File: src/rtl/os_pkg.sv
package os_pkg;
  // Synchronised view of the three control lines.
  typedef struct packed {
    logic clr_n;
    logic rise_trg;
    logic fall_trg;
  } os_lines_t;

  // Reset and idle level of each line: clear inactive, both triggers inhibiting.
  localparam os_lines_t OS_IDLE = '{clr_n: 1'b1, rise_trg: 1'b0, fall_trg: 1'b1};
  localparam int OS_NLINES = $bits(os_lines_t);
endpackage

File: src/rtl/os_rst_sync.sv
module os_rst_sync #(
  parameter int STAGES = 2
) (
  input  logic clk,
  input  logic rst_n,
  output logic rst_sync_n
);
  logic [STAGES-1:0] chain_q;
  logic [STAGES-1:0] chain_d;

  always_comb begin
    chain_d = {chain_q[STAGES-2:0], 1'b1};
  end

  always_ff @(posedge clk or negedge rst_n) begin
    if (!rst_n) chain_q <= '0;
    else        chain_q <= chain_d;
  end

  assign rst_sync_n = chain_q[STAGES-1];
endmodule

File: src/rtl/os_sync.sv
module os_sync #(
  parameter int              NBITS   = 3,
  parameter int              STAGES  = 2,
  parameter logic [NBITS-1:0] RST_VAL = '0
) (
  input  logic             clk,
  input  logic             rst_n,
  input  logic [NBITS-1:0] din,
  output logic [NBITS-1:0] dout
);
  logic [STAGES-1:0][NBITS-1:0] stage_q;
  logic [STAGES-1:0][NBITS-1:0] stage_d;

  always_comb begin
    stage_d = {stage_q[STAGES-2:0], din};
  end

  always_ff @(posedge clk or negedge rst_n) begin
    if (!rst_n) stage_q <= {STAGES{RST_VAL}};
    else        stage_q <= stage_d;
  end

  assign dout = stage_q[STAGES-1];
endmodule

File: src/rtl/os_trig_qual.sv
module os_trig_qual
  import os_pkg::*;
(
  input  logic      clk,
  input  logic      rst_n,
  input  os_lines_t lines_s,
  output os_lines_t lines_p,
  output logic      fire
);
  os_lines_t prev_d;
  logic      clr_steady;
  logic      fall_ok;
  logic      rise_ok;
  logic      clr_ok;

  always_comb begin
    prev_d = lines_s;
  end

  always_ff @(posedge clk or negedge rst_n) begin
    if (!rst_n) lines_p <= OS_IDLE;
    else        lines_p <= prev_d;
  end

  always_comb begin
    clr_steady = lines_s.clr_n & lines_p.clr_n;
    fall_ok    = lines_p.fall_trg & ~lines_s.fall_trg & lines_s.rise_trg;
    rise_ok    = ~lines_p.rise_trg & lines_s.rise_trg & ~lines_s.fall_trg;
    clr_ok     = lines_s.clr_n & ~lines_p.clr_n & ~lines_s.fall_trg & lines_s.rise_trg;
    fire       = (clr_steady & (fall_ok | rise_ok)) | clr_ok;
  end
endmodule

File: src/rtl/os_pulse_timer.sv
module os_pulse_timer #(
  parameter int WIDTH = 8
) (
  input  logic             clk,
  input  logic             rst_n,
  input  logic             clr_hi,
  input  logic             fire,
  input  logic [WIDTH-1:0] width,
  output logic [WIDTH-1:0] cnt,
  output logic             q,
  output logic             qn
);
  logic [WIDTH-1:0] cnt_q;
  logic [WIDTH-1:0] cnt_d;
  logic             cnt_en;
  logic             q_q;
  logic             qn_q;

  always_comb begin
    cnt_d = cnt_q;
    if (!clr_hi)           cnt_d = '0;
    else if (fire)         cnt_d = width;
    else if (cnt_q != '0)  cnt_d = cnt_q - 1'b1;
    cnt_en = (cnt_d != cnt_q);
  end

  always_ff @(posedge clk or negedge rst_n) begin
    if (!rst_n) begin
      cnt_q <= '0;
      q_q   <= 1'b0;
      qn_q  <= 1'b1;
    end else begin
      if (cnt_en) cnt_q <= cnt_d;
      q_q  <= (cnt_d != '0);
      qn_q <= (cnt_d == '0);
    end
  end

  assign cnt = cnt_q;
  assign q   = q_q;
  assign qn  = qn_q;
endmodule

File: src/rtl/retrig_oneshot.sv
module retrig_oneshot
  import os_pkg::*;
#(
  parameter int WIDTH       = 8,
  parameter int SYNC_STAGES = 2
) (
  input  logic             clk,
  input  logic             rst_n,
  input  logic             trig_fall_i,
  input  logic             trig_rise_i,
  input  logic             clr_n_i,
  input  logic [WIDTH-1:0] width_i,
  output logic             pulse_o,
  output logic             pulse_n_o
);
  logic             rst_sync_n;
  os_lines_t        lines_raw;
  os_lines_t        lines_s;
  os_lines_t        lines_p;
  logic             fire;
  logic [WIDTH-1:0] cnt;

  os_rst_sync #(.STAGES(SYNC_STAGES)) u_rst (
    .clk        (clk),
    .rst_n      (rst_n),
    .rst_sync_n (rst_sync_n)
  );

  always_comb begin
    lines_raw.clr_n    = clr_n_i;
    lines_raw.rise_trg = trig_rise_i;
    lines_raw.fall_trg = trig_fall_i;
  end

  os_sync #(
    .NBITS   (OS_NLINES),
    .STAGES  (SYNC_STAGES),
    .RST_VAL (OS_IDLE)
  ) u_sync (
    .clk   (clk),
    .rst_n (rst_sync_n),
    .din   (lines_raw),
    .dout  (lines_s)
  );

  os_trig_qual u_qual (
    .clk     (clk),
    .rst_n   (rst_sync_n),
    .lines_s (lines_s),
    .lines_p (lines_p),
    .fire    (fire)
  );

  os_pulse_timer #(.WIDTH(WIDTH)) u_timer (
    .clk    (clk),
    .rst_n  (rst_sync_n),
    .clr_hi (lines_s.clr_n),
    .fire   (fire),
    .width  (width_i),
    .cnt    (cnt),
    .q      (pulse_o),
    .qn     (pulse_n_o)
  );
endmodule

File: config.mk
export PLATFORM = sky130hd
export DESIGN_NAME = retrig_oneshot
export DESIGN_NICKNAME = d
export VERILOG_FILES = /design/src/rtl/os_pkg.sv /design/src/rtl/os_rst_sync.sv /design/src/rtl/os_sync.sv /design/src/rtl/os_trig_qual.sv /design/src/rtl/os_pulse_timer.sv /design/src/rtl/retrig_oneshot.sv
export SDC_FILE = /design/constraint.sdc
export NUM_CORES = 1
export LEC_CHECK = 0
export CAP_MARGIN = 25
export CORE_MARGIN = 4
export CORE_UTILIZATION = 42
export CTS_CLUSTER_DIAMETER = 50
export DETAILED_ROUTE_END_ITERATION = 8
export DONT_BUFFER_PORTS = 1
export PLACE_DENSITY = 0.64
export SYNTH_ARGS = -nofsm -noshare
export SYNTH_HDL_FRONTEND = slang
export SYNTH_SLANG_ARGS = --single-unit
File: constraint.sdc
create_clock -name clk -period 0.95 [get_ports clk]
set_clock_uncertainty 0.2 [all_clocks]
set_input_delay 0.19 -clock clk [delete_from_list [all_inputs] [get_ports clk]]
set_output_delay 0.19 -clock clk [all_outputs]
set_load 0.02 [all_outputs]
* Yosys cells after proc, flatten, opt, wreduce, memory -nomap -nowiden
Index checks and enable logic that the tools add are counted.
** Word-level totals
- Output and inout port bits :: 2
- Register bits after elaboration :: 21
** Operators by class
- Bitwise operators :: 14
- Reduce and logical (&&, ||, !) cells :: 3
- Muxes and demuxes :: 3
- Equality and inequality tests :: 1
- $add $sub $neg :: 1
** Operators with widths (number)
- $mux 8 :: 3
- $reduce_bool 8->1 :: 2
- $and 1x1->1 :: 9
- $logic_not 8->1 :: 1
- $ne 8x8->1 :: 1
- $sub 8x1->8 const B :: 1
- $not 1->1 :: 3
- $or 1x1->1 :: 2

* Longest topological paths before layout
- Depth after elaboration :: 9
- Depth in mapped cells :: 7

* Modules after synthesis
A second synthesis with hierarchy kept.
** Second synthesis, totals
- Cell total of the unflattened synthesis :: 84
- Area total of the unflattened synthesis :: 953.4 um^2
** Modules (own cells, without submodules)
- os_pulse_timer :: times used 1, cells each 69, area each 644.4 um^2
- os_sync :: times used 1, cells each 6, area each 155.1 um^2
- os_trig_qual :: times used 1, cells each 6, area each 100.1 um^2
- os_rst_sync :: times used 1, cells each 3, area each 53.8 um^2

* Worst setup path after synthesis
Ideal clock, no wire load.
- Path kind :: register to register
- From :: register u_timer.cnt_q[3] (netlist: u_timer.cnt[3])
- To :: register u_timer.qn_q (netlist: u_timer.qn)
- Path buffers :: 0
- Path slack :: -1267 ps
- Library setup time :: 79 ps
- Stages on the path, launching flop included :: 6
- Data arrival time :: 1938 ps
- Required time :: 671 ps
- Cells stage by stage :: dfrtp_1 > or4_1 > or4_1 > a311oi_2 > a21oi_2 > and4b_1
** Between the ends
- Word-level cells in the longest chain between the ends :: 5
- Elaborated cells between the ends (all ways) :: 6
- Those cells by class :: add/sub (1); mux (3); reduce/logical (2)
** Ends and longest elaborated chain
- from (decl) :: RTL line os_pulse_timer.sv:13 : logic [WIDTH-1:0] cnt_q;
- from (signal assigned) :: RTL line os_pulse_timer.sv:33 : if (cnt_en) cnt_q <= cnt_d;
- $sub 8x1->8 / $reduce_bool 8->1 (equally long branches) :: RTL line os_pulse_timer.sv:23 : else if (cnt_q != '0) cnt_d = cnt_q - 1'b1;
- $mux 8 (*) :: RTL line os_pulse_timer.sv:23
- $mux 8 (*) :: RTL line os_pulse_timer.sv:22 : else if (fire) cnt_d = width;
- $mux 8 (*) :: RTL line os_pulse_timer.sv:21 : if (!clr_hi) cnt_d = '0;
- $logic_not 8->1 (*) :: RTL line os_pulse_timer.sv:35 : qn_q <= (cnt_d == '0);
- to (signal assigned) :: RTL line os_pulse_timer.sv:35
- to (decl) :: RTL line os_pulse_timer.sv:17 : logic qn_q;
Mark *: on every way between the ends. The rest lies on a longest branch, timed or not.
A chain may end at the register's enable or synchronous reset.

* Worst setup path in the final report
- From :: register u_timer.cnt_q[4] (netlist: u_timer.cnt[4])
- To :: register u_timer.qn_q (netlist: u_timer.qn)
The elaborated chain is that of the path after synthesis.

==> results.cfg <==
[critical_path]
critPathKind = flip-flop to flip-flop
path_max_fanout = 2
crit_path_cell_trace = or4_4 > or4_4 > a311oi_4 > a21oi_2 > and4b_1
timing.critical_path.from = u_timer.cnt[4]$_DFFE_PN0P_
critPathArrivalTime_ns = 2.26
slowest_stage = sky130_fd_sc_hd__or4_4
crit_required_ns = 0.99
r2r-start = u_timer.cnt[4]$_DFFE_PN0P_
critical_path.max_stage_delay_ns = 0.54
worst_setup_path_start_kind = flip-flop
path_common_cell = sky130_fd_sc_hd__or4_4
timing.critical_path.to_type = flip-flop

[synth]
syn-cell-area_um2 = 940
synth_async_sr_flop_share = 1.00
synth_fp_nets = 93
ys.warnings.count = 0
post_synth_num_cell_types = 37
synth.yosys.seq_area_share = 0.569
cell_taking_the_most_area_after_synthesis = sky130_fd_sc_hd__dfrtp_1
post_synth_main_area_contributors = sky130_fd_sc_hd__dfrtp_1 37%, sky130_fd_sc_hd__dfstp_2 20%, sky130_fd_sc_hd__or4_1 4.0%
synth-seq-cells = 21
synth.most_common_cell = sky130_fd_sc_hd__dfrtp_1
avgSynthCellArea_um2 = 11.9
syn-instance-count = 79
synth_enable_flop_cells = 0
synth_commonest_cells = 14 x sky130_fd_sc_hd__dfrtp_1, 7 x sky130_fd_sc_hd__dfstp_2, 5 x sky130_fd_sc_hd__or4_1
synth_top_flop_cell = sky130_fd_sc_hd__dfrtp_1
yosysTopAreaCellShare = 0.373

[sta]
grt_setup_unrepaired = yes
final_number_of_setup_violating_endpoints = 12
hold_viol = 7
postLayoutSetupSlackWorst_ns = -1.27
achievable_frequency_ghz = 0.450
final-max-slew-violation-count = 0
layout_worst_path_cycle_share = 2.34
worst_hold_slack_ns = -0.0974
final.min_clock_period_ns = 2.22

[cts]
cts_hold_buffers = 5
clock-sinks = 21
worst_skew_pair.late_latency_ns = 0.30
cts_max_level = 1
cts_tree = done
clock_buffer_count_from_cts = 3
cts.reportedPaths.clkPinSlew_ns = 0.11
cts_root_buf = sky130_fd_sc_hd__clkbuf_4
cts_max_path_buffers = 2

[drt]
routed_wire_length_per_instance_um = 17.8
drt.antenna.violating_nets = 0
first_iter_violations = 12
drt-vias-per-instance = 5.59
drc_errors = 0
wl_mm = 2.59
first_pass_iters = 4
dr_total_vias = 816

[cells_and_area]
area_growth_syn_to_layout_pct = 61.0
final_util = 0.741
nFillCells = 144
finalNetCount = 134
post_route_cells_drive_above_1_share = 0.639
final_cell_area_um2 = 1510
n_antenna_cell = 0

[power_and_ir_drop]
power_density_of_the_placed_cells_nw_per_um2 = 3010
power_leakage_nw = 0.641
report.power.total_mw = 4.55
irDropWorstVdd_mv = 1.92

[outcome]
result_of_the_run = complete, but fails checks
failed_checks = negative hold slack, negative setup slack

[placed_design]
portBuffers = 0
globalplace.congestion = 0.927
dp.final_hpwl_mm = 1.67
area_after_detailed_placement_um2 = 1200

[global_routing]
first_global_vias = 860
grt.total_usage = 0.164
pin_count_of_the_biggest_net_entering_global_routing = 20
grt_ovf = 0
global_route_wire_length_before_repair_mm = 3.97
initial_antenna_violation_count = 0

[die]
starting_density_of_the_core = 0.460
core_region_area_um2 = 2040
top_level_ports = 15
die_span_in_y_um = 55.3
floorplan.die_area_um2 = 3060
die-width_um = 55.3
placement_rows = 16

[job]
max-cap-violations = 0

[worst_hold_path]
hp-class = primary input to asynchronous set/reset pin
[worst max-delay path, delay by kind of cell (launching register included)]
family / cells / cell delay, ns
AND/OR/NAND/NOR: 3 / 1.24
AO/OA/AOI/OAI: 2 / 0.34
flip-flops: 1 / 0.39
[metal layers]
| layer | GRT usage | vias up | share of wire |
|---|---|---|---|
| li1 | - | 385 | - |
| met1 | 0.215 | 404 | 0.43 |
| met2 | 0.265 | 19 | 0.51 |
| met3 | 0.0256 | 8 | 0.032 |
| met4 | 0.0729 | 0 | 0.030 |
| met5 | 0 | - | 0 |
[cells by family (layout without fill, tap and decap cells)]
group,after synthesis,count (layout),synth area share
xor+xnor,2,2,0.0186
simple gates,27,27,0.196
other cells,1,1,0.00399
compound gates,21,21,0.176
flops,21,21,0.569
fa+ha+maj,1,1,0.0133
buf+inv,6,46,0.0240
[cell type report]
class / count / area, um2 / area share
timing repair buffer: 38 / 322 / 0.213
multi-input combinational: 52 / 577 / 0.381
clock buffer: 4 / 26.3 / 0.0174
tap: 27 / 33.8 / 0.0223
inverter: 4 / 18.8 / 0.0124
sequential: 21 / 536 / 0.354
[report_power, final]
group | switching (mW) | internal, mW
registers | 0.189 | 1.10
clock network | 0.255 | 0.163
logic | 1.30 | 1.54
total | 1.74 | 2.81
[through the flow]
step / std cells / hold WS, ns / setup slack, ns / setup TNS (ns)
final: 146 / -0.0974 / -1.27 / -10.87
after global routing: 146 / -0.110 / -1.33 / -11.56
after CTS: 146 / -0.101 / -1.24 / -10.86
after detailed placement: 132 / -0.306 / -1.30 / -10.75
after global placement: 132 / -0.306 / -1.29 / -10.55
after floorplan: 79 / -0.306 / -1.23 / -9.23
[what timing repair did]
action / 4_1_cts / 5_1_grt
hold endpoints to repair: 12 / 6
setup buffers: 5 / 2
resized for setup: 26 / 13
gates cloned: 0 / 0
pin swaps: 6 / 9
setup endpoints to repair: 12 / 13
[path summary, 6_finish.rpt]
check | endpoint | slack (ns) | depth (start not counted)
max | u_timer.qn$_DFF_PN1_ | -1.27 | 5
min | u_rst.chain_q[1]$_DFF_PN0_ | -0.1 | 1
max reg2reg | u_timer.qn$_DFF_PN1_ | -1.27 | 5
min reg2reg | u_timer.cnt[5]$_DFFE_PN0P_ | 0.01 | 1
max in group asynchronous | u_qual.lines_p[2]$_DFF_PN1_ | 0.33 | 1
min in group clk | u_timer.cnt[2]$_DFFE_PN0P_ | -0.09 | 2
[flip-flops by register name (all words and copies together), names as in the netlist]
| name | cells |
|---|---|
| u_timer.cnt | 8 |
| u_qual.lines_p | 3 |
| u_sync.dout | 3 |
| u_sync.stage_d | 3 |
| u_rst.chain_q | 2 |
| u_timer.q | 1 |
| u_timer.qn | 1 |
[placed cells by master (no fill, tap or decap), types with 2 or more instances in the layout]
master	netlist	routed
sky130_fd_sc_hd__clkbuf_4	0	3
sky130_fd_sc_hd__inv_2	0	2
sky130_fd_sc_hd__buf_6	0	3
sky130_fd_sc_hd__nand3_1	2	2
sky130_fd_sc_hd__dlygate4sd3_1	0	5
sky130_fd_sc_hd__or4_4	0	3
sky130_fd_sc_hd__nand3b_1	2	2
sky130_fd_sc_hd__nand2_1	2	2
sky130_fd_sc_hd__dfstp_2	7	7
sky130_fd_sc_hd__and2_1	3	2
sky130_fd_sc_hd__dfrtp_1	14	13
sky130_fd_sc_hd__a21oi_2	1	2
sky130_fd_sc_hd__or4_1	5	2
sky130_fd_sc_hd__buf_4	0	29
sky130_fd_sc_hd__o2bb2ai_2	0	2
sky130_fd_sc_hd__o22ai_2	0	2
sky130_fd_sc_hd__nor3_2	0	2
No activity file was read; power rests on OpenSTA's default activity.
